$ cat config.mk
export PLATFORM = sky130hd
export DESIGN_NAME = romprog_seq
export DESIGN_NICKNAME = d
export VERILOG_FILES = /design/src/rtl/romprog_pkg.sv /design/src/rtl/romprog_timer.sv /design/src/rtl/romprog_cmp.sv /design/src/rtl/romprog_ctrl.sv /design/src/rtl/romprog_seq.sv
export SDC_FILE = /design/constraint.sdc
export NUM_CORES = 1
export LEC_CHECK = 0
export ABC_CLOCK_PERIOD_IN_PS = 4400
export CAP_MARGIN = 10
export CORE_MARGIN = 3
export CORE_UTILIZATION = 55
export DETAILED_ROUTE_END_ITERATION = 7
export GPL_TIMING_DRIVEN = 0
export HOLD_SLACK_MARGIN = 0.12
export PLACE_DENSITY = 0.81
export SYNTH_ARGS = -nofsm -noshare
export SYNTH_HDL_FRONTEND = slang
export SYNTH_SLANG_ARGS = --single-unit
$ cat constraint.sdc
create_clock -name clk -period 4.4 [get_ports clk]
set_input_delay 0.44 -clock clk [delete_from_list [all_inputs] [get_ports clk]]
set_output_delay 0.44 -clock clk [all_outputs]
set_load 0.05 [all_outputs]
$ cat src/rtl/romprog_pkg.sv
package romprog_pkg;

    typedef enum logic [3:0] {
        ST_IDLE,
        ST_RAMP,
        ST_RD_GAP,
        ST_RD_WAIT,
        ST_RD_END,
        ST_EVAL,
        ST_DSETUP,
        ST_PULSE,
        ST_PHOLD,
        ST_FINISH
    } seq_state_e;

    typedef enum logic [1:0] {
        PH_PRE,
        PH_VERIFY,
        PH_CHECK
    } seq_phase_e;

    typedef enum logic [1:0] {
        LVL_NORMAL = 2'd0,
        LVL_PROG   = 2'd1,
        LVL_CHK_HI = 2'd2,
        LVL_CHK_LO = 2'd3
    } core_lvl_e;

    typedef struct packed {
        logic match;
        logic blocked;
    } cmp_res_t;

    function automatic int max2(input int a, input int b);
        return (a > b) ? a : b;
    endfunction

    function automatic core_lvl_e check_level(input logic second_pass);
        return second_pass ? LVL_CHK_LO : LVL_CHK_HI;
    endfunction

endpackage

$ cat src/rtl/romprog_timer.sv
module romprog_timer #(
    parameter int CW = 8
) (
    input  logic          clk,
    input  logic          rst,
    input  logic          load,
    input  logic [CW-1:0] len,
    output logic          expired
);
    logic [CW-1:0] cnt_q;

    always_ff @(posedge clk) begin
        if (rst) begin
            cnt_q <= '0;
        end else if (load) begin
            cnt_q <= (len == '0) ? '0 : len - CW'(1);
        end else if (cnt_q != '0) begin
            cnt_q <= cnt_q - CW'(1);
        end
    end

    assign expired = (cnt_q == '0);
endmodule

$ cat src/rtl/romprog_cmp.sv
module romprog_cmp
    import romprog_pkg::*;
#(
    parameter int DW = 16
) (
    input  logic [DW-1:0] rd_word,
    input  logic [DW-1:0] tgt_word,
    output cmp_res_t      res
);
    logic [DW-1:0] raise_bit;
    logic [DW-1:0] diff_bit;

    for (genvar i = 0; i < DW; i++) begin : g_bit
        assign raise_bit[i] = tgt_word[i] & ~rd_word[i];
        assign diff_bit[i]  = tgt_word[i] ^ rd_word[i];
    end

    assign res.match   = ~|diff_bit;
    assign res.blocked = |raise_bit;
endmodule

$ cat src/rtl/romprog_ctrl.sv
module romprog_ctrl
    import romprog_pkg::*;
#(
    parameter int AW         = 18,
    parameter int DW         = 16,
    parameter int TW         = 13,
    parameter int SUPPLY_CYC = 100,
    parameter int SETUP_CYC  = 100,
    parameter int HOLD_CYC   = 100,
    parameter int PULSE_CYC  = 5000,
    parameter int ACC_CYC    = 8,
    parameter int MAX_PULSES = 25
) (
    input  logic          clk,
    input  logic          rst,
    input  logic          start,
    input  logic [AW-1:0] start_addr,
    input  logic [AW-1:0] end_addr,
    input  logic [DW-1:0] src_data,
    input  logic [DW-1:0] rdata,
    input  logic          tmr_expired,
    input  cmp_res_t      cmp,
    output logic          tmr_load,
    output logic [TW-1:0] tmr_len,
    output logic [DW-1:0] rd_q,
    output logic [DW-1:0] tgt_q,
    output logic [AW-1:0] mem_addr,
    output logic          bus_drive,
    output logic          ce_n,
    output logic          oe_n,
    output logic          hv_en,
    output logic [1:0]    core_sel,
    output logic          busy,
    output logic          done,
    output logic          prog_ok,
    output logic [AW-1:0] fail_addr
);
    localparam int PCW = $clog2(MAX_PULSES + 1);

    seq_state_e    state_q, nxt;
    seq_phase_e    phase_q;
    core_lvl_e     lvl_q;
    logic [AW-1:0] addr_q, first_q, last_q;
    logic [PCW-1:0] pcnt_q;
    logic          second_q;
    logic          ok_q;
    logic [AW-1:0] fail_q;

    logic at_end, in_eval, advance, fail_now, chk_good, bad_range;

    function automatic logic [TW-1:0] dur(input seq_state_e s);
        case (s)
            ST_RAMP:              return TW'(SUPPLY_CYC);
            ST_RD_GAP, ST_DSETUP: return TW'(SETUP_CYC);
            ST_RD_WAIT:           return TW'(ACC_CYC);
            ST_RD_END, ST_PHOLD:  return TW'(HOLD_CYC);
            ST_PULSE:             return TW'(PULSE_CYC);
            default:              return TW'(1);
        endcase
    endfunction

    always_comb begin
        at_end    = (addr_q == last_q);
        in_eval   = (state_q == ST_EVAL);
        bad_range = (end_addr < start_addr);
        advance   = in_eval && (phase_q != PH_CHECK) && cmp.match;
        chk_good  = in_eval && (phase_q == PH_CHECK) && cmp.match;
        fail_now  = in_eval &&
                    (((phase_q == PH_PRE) && cmp.blocked) ||
                     ((phase_q == PH_VERIFY) && !cmp.match && (pcnt_q == PCW'(MAX_PULSES))) ||
                     ((phase_q == PH_CHECK) && !cmp.match));
    end

    always_comb begin
        nxt = state_q;
        case (state_q)
            ST_IDLE:    if (start) nxt = bad_range ? ST_FINISH : ST_RAMP;
            ST_RAMP:    if (tmr_expired) nxt = ST_RD_GAP;
            ST_RD_GAP:  if (tmr_expired) nxt = ST_RD_WAIT;
            ST_RD_WAIT: if (tmr_expired) nxt = ST_RD_END;
            ST_RD_END:  if (tmr_expired) nxt = ST_EVAL;
            ST_EVAL: begin
                if (fail_now)       nxt = ST_FINISH;
                else if (advance)   nxt = at_end ? ST_RAMP : ST_RD_GAP;
                else if (chk_good)  nxt = at_end ? (second_q ? ST_FINISH : ST_RAMP) : ST_RD_GAP;
                else                nxt = ST_DSETUP;
            end
            ST_DSETUP:  if (tmr_expired) nxt = ST_PULSE;
            ST_PULSE:   if (tmr_expired) nxt = ST_PHOLD;
            ST_PHOLD:   if (tmr_expired) nxt = ST_RD_GAP;
            ST_FINISH:  nxt = ST_IDLE;
            default:    nxt = ST_IDLE;
        endcase
        tmr_load = (nxt != state_q);
        tmr_len  = dur(nxt);
    end

    always_ff @(posedge clk) begin
        if (rst) begin
            state_q  <= ST_IDLE;
            phase_q  <= PH_PRE;
            lvl_q    <= LVL_NORMAL;
            addr_q   <= '0;
            first_q  <= '0;
            last_q   <= '0;
            pcnt_q   <= '0;
            second_q <= 1'b0;
            ok_q     <= 1'b0;
            fail_q   <= '0;
            rd_q     <= '0;
            tgt_q    <= '0;
        end else begin
            state_q <= nxt;
            if (state_q == ST_IDLE && start) begin
                first_q <= start_addr;
                last_q  <= end_addr;
                addr_q  <= start_addr;
                ok_q    <= 1'b0;
                fail_q  <= '0;
                if (bad_range) begin
                    fail_q <= start_addr;
                end else begin
                    lvl_q    <= LVL_PROG;
                    phase_q  <= PH_PRE;
                    second_q <= 1'b0;
                end
            end
            if (state_q == ST_RD_WAIT && tmr_expired) begin
                rd_q  <= rdata;
                tgt_q <= src_data;
            end
            if (state_q == ST_DSETUP && tmr_expired) begin
                pcnt_q <= pcnt_q + PCW'(1);
            end
            if (in_eval) begin
                if (fail_now) begin
                    fail_q <= addr_q;
                    lvl_q  <= LVL_NORMAL;
                end else if (advance) begin
                    if (at_end) begin
                        phase_q  <= PH_CHECK;
                        addr_q   <= first_q;
                        second_q <= 1'b0;
                        lvl_q    <= check_level(1'b0);
                    end else begin
                        phase_q <= PH_PRE;
                        addr_q  <= addr_q + AW'(1);
                    end
                end else if (chk_good) begin
                    if (at_end) begin
                        if (second_q) begin
                            ok_q  <= 1'b1;
                            lvl_q <= LVL_NORMAL;
                        end else begin
                            second_q <= 1'b1;
                            addr_q   <= first_q;
                            lvl_q    <= check_level(1'b1);
                        end
                    end else begin
                        addr_q <= addr_q + AW'(1);
                    end
                end else if (phase_q == PH_PRE) begin
                    pcnt_q  <= '0;
                    phase_q <= PH_VERIFY;
                end
            end
        end
    end

    assign mem_addr  = addr_q;
    assign bus_drive = (state_q == ST_DSETUP) || (state_q == ST_PULSE) || (state_q == ST_PHOLD);
    assign ce_n      = (state_q != ST_PULSE);
    assign oe_n      = (state_q != ST_RD_WAIT);
    assign hv_en     = (state_q != ST_IDLE) && (state_q != ST_FINISH);
    assign core_sel  = lvl_q;
    assign busy      = (state_q != ST_IDLE) && (state_q != ST_FINISH);
    assign done      = (state_q == ST_FINISH);
    assign prog_ok   = ok_q;
    assign fail_addr = fail_q;
endmodule

$ cat src/rtl/romprog_seq.sv
module romprog_seq
    import romprog_pkg::*;
#(
    parameter int AW         = 18,
    parameter int DW         = 16,
    parameter int SUPPLY_CYC = 100,
    parameter int SETUP_CYC  = 100,
    parameter int HOLD_CYC   = 100,
    parameter int PULSE_CYC  = 5000,
    parameter int ACC_CYC    = 8,
    parameter int MAX_PULSES = 25
) (
    input  logic          clk,
    input  logic          rst,
    input  logic          start,
    input  logic [AW-1:0] start_addr,
    input  logic [AW-1:0] end_addr,
    input  logic [DW-1:0] src_data,
    input  logic [DW-1:0] rdata,
    output logic [AW-1:0] mem_addr,
    output logic [DW-1:0] wdata,
    output logic          bus_drive,
    output logic          ce_n,
    output logic          oe_n,
    output logic          hv_en,
    output logic [1:0]    core_sel,
    output logic          busy,
    output logic          done,
    output logic          prog_ok,
    output logic [AW-1:0] fail_addr
);
    localparam int LONGEST = max2(max2(SUPPLY_CYC, SETUP_CYC),
                                  max2(max2(HOLD_CYC, PULSE_CYC), ACC_CYC));
    localparam int TW = $clog2(LONGEST + 1) + 1;

    logic          tmr_load;
    logic          tmr_expired;
    logic [TW-1:0] tmr_len;
    logic [DW-1:0] rd_q;
    logic [DW-1:0] tgt_q;
    cmp_res_t      cmp;

    romprog_timer #(.CW(TW)) u_tmr (
        .clk     (clk),
        .rst     (rst),
        .load    (tmr_load),
        .len     (tmr_len),
        .expired (tmr_expired)
    );

    romprog_cmp #(.DW(DW)) u_cmp (
        .rd_word  (rd_q),
        .tgt_word (tgt_q),
        .res      (cmp)
    );

    romprog_ctrl #(
        .AW(AW), .DW(DW), .TW(TW),
        .SUPPLY_CYC(SUPPLY_CYC), .SETUP_CYC(SETUP_CYC), .HOLD_CYC(HOLD_CYC),
        .PULSE_CYC(PULSE_CYC), .ACC_CYC(ACC_CYC), .MAX_PULSES(MAX_PULSES)
    ) u_ctrl (
        .clk         (clk),
        .rst         (rst),
        .start       (start),
        .start_addr  (start_addr),
        .end_addr    (end_addr),
        .src_data    (src_data),
        .rdata       (rdata),
        .tmr_expired (tmr_expired),
        .cmp         (cmp),
        .tmr_load    (tmr_load),
        .tmr_len     (tmr_len),
        .rd_q        (rd_q),
        .tgt_q       (tgt_q),
        .mem_addr    (mem_addr),
        .bus_drive   (bus_drive),
        .ce_n        (ce_n),
        .oe_n        (oe_n),
        .hv_en       (hv_en),
        .core_sel    (core_sel),
        .busy        (busy),
        .done        (done),
        .prog_ok     (prog_ok),
        .fail_addr   (fail_addr)
    );

    assign wdata = tgt_q;
endmodule

==> impl_metrics.csv <==
group,metric,value,unit
logic_synthesis,synth_area_leaders,"dfxtp_1 (35%), nand2_1 (9.4%), a21oi_1 (8.0%)",
clock_network,cts_made_buffers,17,
logic_synthesis,synthCells,1002,
timing,skew,6.72,ps
routing,ant_nets,0,
timing,post-route-min-period,3660,ps
worst_setup_path,critPathRequiredTime,4680,ps
power,combinationalPowerShare,47.4,%
finish,nFillCells,1106,
placement,dp_hpwl,18.1,mm
placement,gp_congestion,1.00,
worst_setup_path,path_class,"reg2reg",
timing,hold_ws,452,ps
clock_network,post_cts_resize_count,0,
worst_setup_path,r2r_cells,10,
die,row_count,42,
min_path,hold_depth,2,
finish,fin_nets,1259,
die,coreArea,13400,um2
logic_synthesis,synth_top_area_share,35.0,%
logic_synthesis,yosys_warnings,0,
routing,viasPerCell,6.01,
placement,place_ws,679,ps
logic_synthesis,async_reset_ff_share,0,%
grt,grt_pass1_wl,37.9,mm
power,fin_total_pwr,0.00575,W
routing,drt_iter0_drc,896,
worst_setup_path,cp_slowest_cell,"nor4_2",
timing,finalSetupViolCount,0,
worst_setup_path,end_kind,"flop",
run_status,status,"finished clean",
clock_network,clk_latency,420,ps
placement,port_buffers,130,
worst_setup_path,crit_buf_inv,2,
die,initial_utilization,56.7,%
power,swShare,42.3,%
timing,tightest_slew,1400,ps
logic_synthesis,yosys.area.top_type,"dfxtp_1",
die,die_w,124,um
clock_network,post_cts_buffers,0,
clock_network,cts_tree,"built",
min_path,hold_path.class,"reg2reg",
routing,vias,8060,
die,boundaryPins,132,
clock_network,path_clk_slew,60,ps
worst_setup_path,critPathMaxStageDelay,780,ps
finish,area_growth,27.8,%
worst_setup_path,r2r_end,"u_ctrl.mem_addr[4]",
finish,drive_above_1_share,4.73,%
routing,drc,0,
routing,finalWirelength,24.3,mm
power,switchingPower,0.00243,W
finish,final_common_cell,"nand2_1",
timing,fmax,273,MHz
logic_synthesis,syn_area,7600,um2
clock_network,ctsHtreeMaxLevel,4,
grt,grt_pass1_vias,7549,
worst_setup_path,crit_path_start_kind,"flop",
worst_setup_path,crit_start,"u_ctrl.rd_q[13]",
worst_setup_path,cp_max_fo,10,
timing,setup_ws,741,ps
power,p_int,0.00331,W
grt,grt_usage,31.9,%
routing,wl_per_cell,18.1,um
worst_setup_path,crit_family,"simple AND/OR/NAND/NOR gates",
min_path,holdCritStartpoint,"u_ctrl.rd_q[0]",
worst_setup_path,arrival,3940,ps
timing,hold_viol_final,0,
power,clockPowerShare,24.5,%
logic_synthesis,synth.distinct_cells,74,
worst_setup_path,crit_chain,"inv_1 -> ha_1 -> nand4_1 -> nor4_2 -> nand3_1 -> clkbuf_1 -> nor2_1 -> a221oi_1 -> a211oi_1 -> a211oi_1",
timing,finalCritPeriodShare,83.2,%
timing,rsz0062_at_grt,"no",
power,ir_drop,0.309,mV
routing,drt_first_pass_iters,6,
grt,grt-ovfl-total,0,
clock_network,postCtsHoldBufs,0,
logic_synthesis,avgSynthCellArea,7.58,um2
power,p_seq_share,28.2,%
power,cellPowerDensity,591,nW/um2
finish,diodes,0,
clock_network,cts_sinks,133,
min_path,worstHoldEndpoint,"u_ctrl.rd_q[0]",
grt,grt_max_degree,17,
timing,setup_tns,0,ps
worst_setup_path,crit_top_cell,"a211oi_1",
finish,final_util,72.5,%
worst_setup_path,rr_startpoint,"u_ctrl.rd_q[13]",
timing,timing.slew.headroom,6.36,%
grt,antenna_found_initial,0,
clock_network,clk_path_buf_depth,2,
worst_setup_path,reg2reg_slack,740,ps
finish,final_cell_mix,"nand2_1 (190), dfxtp_1 (133), clkdlybuf4s50_1 (130)",
logic_synthesis,synth_edf_count,0,
timing,drv_slew,0,
logic_synthesis,synth-seq-cells,133,
logic_synthesis,syn-num-nets,1110,
logic_synthesis,yosysSeqAreaShare,35.0,%
die,die_h,124,um
clock_network,ctsRootBufferMaster,"clkbuf_16",
logic_synthesis,ys.flop_type,"dfxtp_1",
die,dieArea,15300,um2
power,p_leak,3.69,nW
job,drv_cap,0,
==> tightest hold or removal path: stages (launching register included) <==
cell and delay (ps):
dfxtp_1 310, nand2_1 50, a21oi_1 50
==> how the worst max path moves through the flow <==
stage	to	depth (start not counted)
floorplan	u_tmr.cnt_q[5]	9
global route	u_ctrl.mem_addr[5]	10
finish	u_ctrl.mem_addr[4]	10
global placement	u_ctrl.fail_addr[9]	13
CTS	u_ctrl.mem_addr[4]	10
detailed placement	u_ctrl.fail_addr[15]	13
==> logic make-up (layout without fill, tap and decap cells) <==
logic type / Yosys count / count (layout) / synth area share (%)
AO/OA/AOI/OAI: 252 / 252 / 21.3
XOR/XNOR: 51 / 51 / 5.88
adder cells (fa/ha/maj): 37 / 37 / 6.09
buffers and inverters: 111 / 273 / 5.75
flip-flops: 133 / 133 / 35.0
multiplexers: 10 / 10 / 1.33
AND/OR/NAND/NOR: 408 / 408 / 24.6
==> flip-flops by register name, summed over array words and instances, names as in the netlist <==
| name | cells |
|---|---|
| u_ctrl.prog_ok | 1 |
| u_ctrl.phase_q | 2 |
| u_ctrl.pcnt_q | 5 |
| u_ctrl.tgt_q | 16 |
| u_ctrl.mem_addr | 18 |
| u_tmr.cnt_q | 14 |
| u_ctrl.fail_addr | 18 |
| u_ctrl.first_q | 18 |
| u_ctrl.state_q | 4 |
| u_ctrl.last_q | 18 |
| u_ctrl.second_q | 1 |
| u_ctrl.core_sel | 2 |
| u_ctrl.rd_q | 16 |
==> metal layers <==
| metal | wire (um) | up-vias | GRT usage (%) |
|---|---|---|---|
| li1 | - | 3816 | - |
| met1 | 10000 | 3716 | 39.8 |
| met2 | 11200 | 441 | 52.3 |
| met3 | 1970 | 87 | 6.91 |
| met4 | 1060 | 0 | 15.5 |
| met5 | 0 | - | 0 |
==> through the flow <==
| stage | std cells | cell area, um2 |
|---|---|---|
| after global routing | 1340 | 9710 |
| final | 1340 | 9710 |
| after global placement | 1308 | 9120 |
| after CTS | 1340 | 9710 |
| after detailed placement | 1308 | 9120 |
| after floorplan | 1002 | 7600 |
==> final cells by class <==
class                      instances  area (um2)  area share [%]
buffer                            72         290            2.99
tap                              176         220            2.27
clock buffer                      25         526            5.41
multi-input combinational        758        4500            46.3
clock inverter                     7        67.6           0.696
inverter                          39         146            1.51
sequential                       133        2660            27.4
timing repair buffer             130        1300            13.4
==> synth_stat cells, drive strengths merged (3+ instances only) <==
| cell | number |
|---|---|
| inv | 39 |
| nand2b | 6 |
| ha | 37 |
| o22ai | 4 |
| clkbuf | 60 |
| or4 | 3 |
| nand4 | 18 |
| and3 | 7 |
| a41oi | 3 |
| buf | 12 |
| nand2 | 190 |
| nor2 | 98 |
| a31oi | 9 |
| mux2i | 9 |
| a21boi | 3 |
| o211ai | 5 |
| a21oi | 123 |
| or3 | 11 |
| nor2b | 6 |
| xor2 | 21 |
| and2 | 3 |
| nand3 | 15 |
| o21ai | 16 |
| dfxtp | 133 |
| xnor2 | 30 |
| a221oi | 12 |
| or2 | 4 |
| o221ai | 3 |
| nor3 | 20 |
| a21o | 12 |
| a211oi | 39 |
| nor4 | 12 |
| and4 | 4 |
| o31ai | 3 |
==> power by group through the flow <==
stage | registers (W) | logic (W) | clock network (W)
global route | 0.00164 | 0.00293 | 0.00147
floorplan | 0.00181 | 0.00175 | 0
global placement | 0.00163 | 0.00263 | 0
CTS | 0.00161 | 0.00268 | 0.00141
finish | 0.00162 | 0.00272 | 0.00141
detailed placement | 0.00163 | 0.00267 | 0
Power figures use the tool's default switching activity.
